==> src/rtl/irq_arb_pkg.sv <==
package irq_arb_pkg;
  localparam int HW_SRC = 6;
  localparam int IDX_W  = $clog2(HW_SRC + 1);
  localparam logic [IDX_W-1:0] SWI_IDX = '0;

  // Strobes from the control decision into the state-holding datapath
  typedef struct packed {
    logic             take;
    logic [IDX_W-1:0] idx;
    logic             restore;
    logic             write;
  } arbCtrl_t;
endpackage

==> src/rtl/irq_arb_ctrl.sv <==
module irq_arb_ctrl
  import irq_arb_pkg::*;
(
  input  logic [HW_SRC-1:0] hwReq,
  input  logic [HW_SRC-1:0] hwEnable,
  input  logic              instrDone,
  input  logic              swiOp,
  input  logic              swiPend,
  input  logic              maskQ,
  input  logic              rtiOp,
  input  logic              maskWrEn,
  output arbCtrl_t          ctrl
);
  logic [HW_SRC-1:0] eligible;
  logic [IDX_W-1:0]  hwIdx;
  logic              swiLive;
  logic              takeNow;

  assign eligible = hwReq & hwEnable & {HW_SRC{~maskQ}};
  assign swiLive  = swiPend | swiOp;

  // lowest bit wins among hardware sources
  always_comb begin
    hwIdx = '0;
    for (int i = HW_SRC - 1; i >= 0; i--) begin
      if (eligible[i]) hwIdx = IDX_W'(i + 1);
    end
  end

  assign takeNow = instrDone && (swiLive || (|eligible));

  always_comb begin
    ctrl.take    = takeNow;
    ctrl.idx     = swiLive ? SWI_IDX : hwIdx;
    ctrl.restore = rtiOp && !takeNow;
    ctrl.write   = maskWrEn && !takeNow && !rtiOp;
  end
endmodule

==> src/rtl/irq_arb_dp.sv <==
module irq_arb_dp
  import irq_arb_pkg::*;
(
  input  logic             clk,
  input  logic             rstN,
  input  arbCtrl_t         ctrl,
  input  logic             swiOp,
  input  logic             maskWrVal,
  output logic             swiPend,
  output logic             maskQ,
  output logic             takeQ,
  output logic [IDX_W-1:0] idxQ
);
  logic savedQ;

  always_ff @(posedge clk) begin
    if (!rstN) begin
      swiPend <= 1'b0;
      maskQ   <= 1'b1;
      savedQ  <= 1'b1;
      takeQ   <= 1'b0;
      idxQ    <= '0;
    end else begin
      takeQ <= ctrl.take;
      idxQ  <= ctrl.take ? ctrl.idx : '0;
      if (ctrl.take) begin
        savedQ <= maskQ;
        maskQ  <= 1'b1;
      end else if (ctrl.restore) begin
        maskQ <= savedQ;
      end else if (ctrl.write) begin
        maskQ <= maskWrVal;
      end
      if (ctrl.take && ctrl.idx == SWI_IDX) swiPend <= 1'b0;
      else if (swiOp)                       swiPend <= 1'b1;
    end
  end

  AST_MASK_HELD: assert property (@(posedge clk) disable iff (!rstN)
    (!ctrl.take && !ctrl.restore && !ctrl.write) |=> $stable(maskQ));
  AST_RTI_LOADS_SAVED: assert property (@(posedge clk) disable iff (!rstN)
    ctrl.restore |=> (maskQ == $past(savedQ)));
endmodule

==> src/rtl/irq_boundary_arb.sv <==
module irq_boundary_arb
  import irq_arb_pkg::*;
(
  input  logic              clk,
  input  logic              rstN,
  input  logic [HW_SRC-1:0] hwReq,
  input  logic [HW_SRC-1:0] hwEnable,
  input  logic              instrDone,
  input  logic              swiOp,
  input  logic              rtiOp,
  input  logic              maskWrEn,
  input  logic              maskWrVal,
  output logic              takeIrq,
  output logic [IDX_W-1:0]  takeIdx,
  output logic              maskBit
);
  arbCtrl_t ctrl;
  logic     swiPend;

  irq_arb_ctrl u_ctrl (
    .hwReq(hwReq), .hwEnable(hwEnable), .instrDone(instrDone),
    .swiOp(swiOp), .swiPend(swiPend), .maskQ(maskBit),
    .rtiOp(rtiOp), .maskWrEn(maskWrEn), .ctrl(ctrl)
  );

  irq_arb_dp u_dp (
    .clk(clk), .rstN(rstN), .ctrl(ctrl), .swiOp(swiOp),
    .maskWrVal(maskWrVal), .swiPend(swiPend), .maskQ(maskBit),
    .takeQ(takeIrq), .idxQ(takeIdx)
  );

  // one-hot of the hardware source reported on takeIdx (for checks)
  logic [HW_SRC-1:0] takenBit;
  logic [HW_SRC-1:0] liveReq;
  assign takenBit = HW_SRC'(1) << (takeIdx - IDX_W'(1));
  assign liveReq  = hwReq & hwEnable;

  AST_BOUNDARY_ONLY: assert property (@(posedge clk) disable iff (!rstN)
    takeIrq |-> $past(instrDone));
  AST_IDLE_IDX: assert property (@(posedge clk) disable iff (!rstN)
    !takeIrq |-> (takeIdx == '0));
  AST_HW_UNMASKED: assert property (@(posedge clk) disable iff (!rstN)
    (takeIrq && takeIdx != SWI_IDX) |-> !$past(maskBit));
  AST_HW_ENABLED: assert property (@(posedge clk) disable iff (!rstN)
    (takeIrq && takeIdx != SWI_IDX) |-> |($past(liveReq) & takenBit));
  AST_ENTRY_MASKS: assert property (@(posedge clk) disable iff (!rstN)
    takeIrq |-> maskBit);
  AST_PRIORITY: assert property (@(posedge clk) disable iff (!rstN)
    (takeIrq && takeIdx != SWI_IDX) |-> (($past(liveReq) & (takenBit - HW_SRC'(1))) == '0));
  AST_SWI_WINS: assert property (@(posedge clk) disable iff (!rstN)
    $past(swiOp && instrDone) |-> (takeIrq && takeIdx == SWI_IDX));
endmodule

==> config.mk <==
export PLATFORM = sky130hd
export DESIGN_NAME = irq_boundary_arb
export DESIGN_NICKNAME = d
export VERILOG_FILES = /design/src/rtl/irq_arb_pkg.sv /design/src/rtl/irq_arb_ctrl.sv /design/src/rtl/irq_arb_dp.sv /design/src/rtl/irq_boundary_arb.sv
export SDC_FILE = /design/constraint.sdc
export NUM_CORES = 1
export LEC_CHECK = 0
export BUFFER_PORTS_ARGS = -buffer_cell sky130_fd_sc_hd__clkbuf_2
export CAP_MARGIN = 10
export CELL_PAD_IN_SITES_DETAIL_PLACEMENT = 1
export CELL_PAD_IN_SITES_GLOBAL_PLACEMENT = 1
export CORE_AREA = 3 3 40 42
export DETAILED_ROUTE_END_ITERATION = 10
export DIE_AREA = 0 0 43 45
export PLACE_DENSITY_LB_ADDON = 0.2
export REMOVE_ABC_BUFFERS = 1
export SLEW_MARGIN = 20
export SYNTH_ARGS = -nofsm -noshare
export SYNTH_HDL_FRONTEND = slang
export SYNTH_SLANG_ARGS = --single-unit
==> constraint.sdc <==
create_clock -name clk -period 1.2 [get_ports clk]
set_input_delay 0 -clock clk [delete_from_list [all_inputs] [get_ports clk]]
set_output_delay 0 -clock clk [all_outputs]
set_load 0.02 [all_outputs]
==> results of run 1 <==
==> per-stage QoR <==
step                power (uW)  hold slack (ns)
floorplan                  292           0.0718
global placement           349            0.206
detailed placement         350            0.224
CTS                        590         0.000223
global route               617           0.0178
finish                     582         -0.00644
==> worst max-delay path by stage <==
stage	start	end	slack [ns]	cells past startpoint
3_3_place_gp	u_dp.swiPend	u_dp.idxQ[0]	0.1	4
6_report	u_dp.swiPend	u_dp.idxQ[0]	0.09	4
2_1_floorplan	u_dp.swiPend	u_dp.idxQ[0]	0.18	4
5_1_grt	u_dp.swiPend	u_dp.idxQ[0]	0.008	4
3_5_place_dp	u_dp.swiPend	u_dp.idxQ[0]	0.11	4
4_1_cts	u_dp.swiPend	u_dp.idxQ[0]	0.09	4
==> critical path, cell delays in order (launching register included) <==
cell	delay, ns
dfxtp_1	0.30
nor2_1	0.20
nand4b_1	0.17
a31o_2	0.24
a21oi_1	0.12
==> flip-flops by register name (all words and copies together), names as in the netlist <==
signal / count
u_dp.maskQ: 1
u_dp.takeQ: 1
u_dp.swiPend: 1
u_dp.idxQ: 3
u_dp.savedQ: 1
==> layout by cell type (no fill, tap or decap) <==
cell	Yosys	final
a21o_1	2	2
a21oi_1	1	1
a221oi_1	1	1
a222oi_1	1	1
a22oi_1	1	1
a31o_2	1	1
a32oi_1	1	1
buf_4	0	2
clkbuf_1	0	1
clkbuf_2	0	23
clkbuf_4	0	3
dfxtp_1	7	7
dlygate4sd3_1	0	4
inv_1	1	1
mux2_2	1	1
mux2i_1	1	1
nand2_1	6	6
nand3_1	1	1
nand3_2	1	1
nand4_1	2	2
nand4b_1	1	1
nor2_1	2	2
nor3_1	2	2
o21ai_0	1	1
==> layer usage <==
layer  track usage  share of wire  vias up
met1         0.109           0.42      179
met3        0.0598          0.078        2
met2         0.165           0.50       12
met4        0.0542         0.0043        0
li1              -              -      198
met5             0              0        -
==> kinds of logic (layout without fill, tap and decap cells) <==
| kind of cell | count (synthesis) | in the layout | share of synthesized area |
|---|---|---|---|
| and+or+nand+nor | 15 | 15 | 0.246 |
| AOI/OAI and AO/OA | 9 | 9 | 0.222 |
| DFF | 7 | 7 | 0.452 |
| muxes | 2 | 2 | 0.0685 |
| buffers and inverters | 1 | 34 | 0.0121 |
==> what timing repair did <==
| action | CTS | global route |
|---|---|---|
| hold buffers | 4 | 0 |
| endpoints found under the setup margin | 0 | 0 |
| endpoints found under the hold margin | 3 | 0 |
==> cell type report <==
type	instances	area (um^2)
Fill cell	168	759
Timing Repair Buffer	29	170
Clock buffer	4	26.3
Sequential cell	7	140
Inverter	1	3.75
Multi-Input combinational cell	26	166
Tap cell	15	18.8
==> power breakdown <==
part / leakage, uW / internal (uW) / switching, uW
Clock: 0.0000150 / 128 / 99.8
Sequential: 0.0000571 / 241 / 4.04
Combinational: 0.000190 / 58.3 / 50.8
Total: 0.000262 / 427 / 155
==> run_results.csv, run 1 <==
group,metric,value,unit
outcome,status,"finished with violations",
outcome,violations,"negative hold slack",
synthesis,synthArstFlopShare,0,
global_route,antenna_found_initial,0,
cells_and_area,syn_to_final_growth,69.4,%
die,start_util,0.241,
timing,fin_setup_tns,0,ns
setup_path,cp.arrival,1.29,ns
setup_path,r2r-start,"u_dp.swiPend",
detailed_routing,drt_pass1_iterations,4,
setup_path,rr_worst_depth,4,
global_route,grt_remaining_overflow,0,
clocking,clockBufferDepth,2,
setup_path,worstSetupStartpointType,"flip-flop",
timing,min_period_over_period,0.922,
die,fp-row-count,13,
clocking,cts_root_buffer,"clkbuf_4",
global_route,grt_max_degree,6,
clocking,cts_sinks,7,
cells_and_area,final_cells,82,
detailed_routing,wl,927,um
timing,worstMarginPinSlew,0.377,ns
global_route,grt_pass1_vias,352,
detailed_routing,final_antenna_net_count,0,
cells_and_area,final_area,526,um^2
detailed_routing,via_per_inst,4.77,
power_and_ir_drop,p_per_area,1110,nW/um^2
min_path,min_to,"u_dp.maskQ",
die,pin_count,24,
clocking,cts.clk_slew.worst_paths,0.06,ns
min_path,hold_path.class,"primary input to flip-flop",
synthesis,synthTopCellsByCount,"dfxtp_1 (7), nand2_1 (6)",
place,gp_congestion,0.629,
clocking,clock_latency,0.27,ns
synthesis,yosysSeqAreaShare,0.452,
min_path,min_path_cells,3,
synthesis,ys_types,19,
power_and_ir_drop,p_leak,0.000262,uW
setup_path,worstPathRequired,1.38,ns
clocking,cts_tree,"yes",
timing,grt_setup_unrepaired,"false",
detailed_routing,drc,0,
clocking,post-cts-setup-buffers,0,
timing,setup_viol,0,
detailed_routing,routedWlPerCell,11.3,um
synthesis,avgSynthCellArea,9.13,um^2
synthesis,synth_top_area_frac,0.452,
timing,fmax,904,MHz
place,dp_hpwl,777,um
setup_path,crit-reg2reg-capture,"u_dp.idxQ[0]",
run,cap_violations,0,
clocking,cts_buffers,3,
global_route,grt_usage,0.103,
cells_and_area,fin_util,0.409,
synthesis,synthCells,34,
timing,fin_crit,1.11,ns
clocking,cts_resized,0,
die,core,1280,um^2
cells_and_area,n_antenna_cell,0,
setup_path,cp_max_fo,3,
detailed_routing,drtIter0Drc,7,
setup_path,path_class,"flip-flop to flip-flop",
timing,slew_viol_final,0,
power_and_ir_drop,ir_drop,0.403,mV
detailed_routing,vias,391,
synthesis,yosys_most_used_dff,"dfxtp_1",
place,placed_cell_area,459,um^2
die,die_area,1940,um^2
place,place_inst,74,
timing,hold_viol_final,1,
setup_path,setup.worst_path.end_class,"flip-flop",
cells_and_area,drive_above_1_share,0.463,
die,fp.dieW,43,um
timing,whs,-0.00644,ns
synthesis,synth_most_common_cell,"dfxtp_1",
synthesis,ys_warn_count,0,
cells_and_area,nets,87,
synthesis,synth-edff-count,0,
clocking,htree_levels,1,
synthesis,ys_top_cells_by_area,"dfxtp_1 (45%), nand2_1 (7.3%), a21o_1 (4.8%), nand4_1 (4.0%), mux2_2 (3.6%)",
global_route,grt_pass1_wl,1410,um
synthesis,synth_area,310,um^2
place,place_ws,0.111,ns
timing,setup_ws,0.0940,ns
synthesis,synth_top_area_cell,"dfxtp_1",
place,io_buffers,23,
timing,worst_clock_skew,0.0135,ns
synthesis,ys_ff_latch,7,
timing,slew_headroom,0.749,
die,dieHeight,45,um
setup_path,ff2ff_setup_slack,0.09,ns
min_path,min_from,"rtiOp",
Note: power is estimated with default switching activity, not from simulation.
==> run 2, diff against run 1 <==
Settings changed: CORE_AREA 3 3 40 42 to default, CORE_MARGIN from default to 3, CORE_UTILIZATION from default to 21, DIE_AREA 0 0 43 45 to default.
Clock period 1.2 ns to 1 ns, I/O delays scaled along.
==> run 2 against run 1 <==
Effect of this change: the flow finishes with violations (negative setup slack); fmax is 10% higher; clock power is 9.2% higher; critical endpoint unchanged; sequential power is 21% higher; die area is 2.1% higher; critical path depth stayed put; flip-flop and latch count stayed put; hold slack better by 0.013 ns; final cell count is 3.7% higher; via count is 2.6% higher; highest routed layer unchanged.
==> run_results.csv, run 2 (synthesized netlist as in run 1, its figures left out) <==
group,metric,value,unit
outcome,status,"finished with violations",
outcome,violations,"negative setup slack",
timing,setup_ws,-0.00102,ns
timing,setup_viol,1,
global_route,grt_usage,0.110,
power_and_ir_drop,p_per_area,1230,nW/um^2
detailed_routing,routedWlPerCell,11.4,um
cells_and_area,final_cell_mix,"clkbuf_2 (23), nand2_1 (6), dfxtp_1 (6)",
timing,grt_setup_unrepaired,"true",
min_path,hold_path.class,"primary input to flip-flop",
clocking,post-cts-setup-buffers,0,
clocking,cts_sinks,7,
timing,worstMarginPinSlew,0.374,ns
timing,fin_crit,1.00,ns
detailed_routing,drc,0,
timing,hold_viol_final,0,
cells_and_area,drive_above_1_share,0.529,
clocking,cts_buffers,3,
detailed_routing,wl,970,um
power_and_ir_drop,total_power,692,uW
global_route,grt_remaining_overflow,0,
timing,slew_viol_final,0,
cells_and_area,nFillCells,174,
die,core,1350,um^2
die,fp.dieW,44.4,um
setup_path,rr_worst_depth,4,
cells_and_area,multi_input_area,178,um^2
setup_path,setup.worst_path.end_class,"flip-flop",
power_and_ir_drop,p_leak,0.000277,uW
cells_and_area,final_area,561,um^2
detailed_routing,final_antenna_net_count,0,
clocking,cts_tree,"yes",
place,dp_hpwl,777,um
clocking,clock_latency,0.25,ns
setup_path,cp_max_fo,3,
timing,worst_clock_skew,0.00782,ns
cells_and_area,largest_register_ffs,3,
place,placed_cell_area,482,um^2
timing,fmax,999,MHz
run,cap_violations,0,
die,die_area,1970,um^2
place,io_buffers,23,
global_route,grt_pass1_wl,1590,um
cells_and_area,nets,90,
global_route,antenna_found_initial,0,
cells_and_area,registers.top_by_ff_count,"u_dp.idxQ",
clocking,clockBufferDepth,2,
die,fp-row-count,13,
die,dieHeight,44.4,um
timing,min_period_over_period,1.00,
global_route,grt_pass1_vias,386,
detailed_routing,via_per_inst,4.72,
setup_path,worstPathRequired,1.18,ns
clocking,cts.clk_slew.worst_paths,0.05,ns
cells_and_area,n_antenna_cell,0,
clocking,htree_levels,1,
detailed_routing,vias,401,
cells_and_area,syn_to_final_growth,80.6,%
setup_path,cp.arrival,1.18,ns
cells_and_area,seq_area,141,um^2
min_path,min_path_cells,3,
cells_and_area,layout_commonest_cell,"clkbuf_2",
timing,slew_headroom,0.750,
detailed_routing,drtIter0Drc,7,
setup_path,worstSetupStartpointType,"flip-flop",
power_and_ir_drop,ir_drop,0.393,mV
die,start_util,0.230,
setup_path,path_class,"flip-flop to flip-flop",
die,pin_count,24,
clocking,cts_root_buffer,"clkbuf_4",
timing,fin_setup_tns,-0.00102,ns
place,gp_congestion,0.695,
global_route,grt_max_degree,6,
detailed_routing,drt_pass1_iterations,5,
-- run 2: cell types whose count changed in the layout (fill, tap and decap cells not counted) --
| cell | previous run | this run |
|---|---|---|
| a21oi_1 | 1 | 0 |
| nor2_1 | 2 | 1 |
| dfxtp_1 | 7 | 6 |
| a21oi_2 | 0 | 1 |
| dfxtp_2 | 0 | 1 |
| nor2_4 | 0 | 1 |
| buf_4 | 2 | 5 |
-- run 2: metal layers --
| layer | up-vias | track usage | share of wire |
|---|---|---|---|
| met4 | 0 | 0.0723 | 0.014 |
| met3 | 2 | 0.0244 | 0.051 |
| li1 | 203 | - | - |
| met1 | 182 | 0.133 | 0.46 |
| met2 | 14 | 0.172 | 0.48 |
| met5 | - | 0 | 0 |
-- run 2: power breakdown --
| part | switching [uW] | internal, uW |
|---|---|---|
| sequential | 5.74 | 290 |
| combinational | 66.1 | 81.3 |
| clock | 97.2 | 152 |
| total | 169 | 523 |
-- run 2: final cells by class --
cell class	count	area share
Sequential cell	7	0.252
Timing Repair Buffer	32	0.344
Inverter	1	0.00670
Tap cell	15	0.0335
Clock buffer	4	0.0469
Multi-Input combinational cell	26	0.317
-- run 2: worst paths after layout --
| check | startpoint | endpoint | slack [ns] |
|---|---|---|---|
| max reg2reg | u_dp.swiPend | u_dp.idxQ[0] | -0.001 |
| min reg2reg | u_dp.savedQ | u_dp.savedQ | 0.46 |
| max | u_dp.swiPend | u_dp.idxQ[0] | -0.001 |
| min | rtiOp | u_dp.maskQ | 0.006 |
-- run 2: worst max-delay path, stage by stage, from the launching register on --
cell and delay [ns]:
dfxtp_2 0.32, nor2_4 0.10, nand4b_1 0.16, a31o_2 0.26
a21oi_2 0.09
-- run 2: per-stage QoR --
stage	instances	hold slack (ns)	utilization	setup slack [ns]
2_1_floorplan	34	0.0718	-	-0.0204
3_3_place_gp	77	0.206	0.357	-0.0716
3_5_place_dp	77	0.213	0.357	-0.0704
4_1_cts	85	0.00833	0.415	0.00560
5_1_grt	85	0.0239	0.415	-0.0996
6_report	85	0.00630	0.415	-0.00102
-- run 2: repair_timing --
action,4_1_cts,5_1_grt
cloned,0,0
endpoints found under the setup margin,5,4
pin swaps,2,2
gates resized for setup,4,0
hold endpoints to repair,3,0
hold buffers,4,0
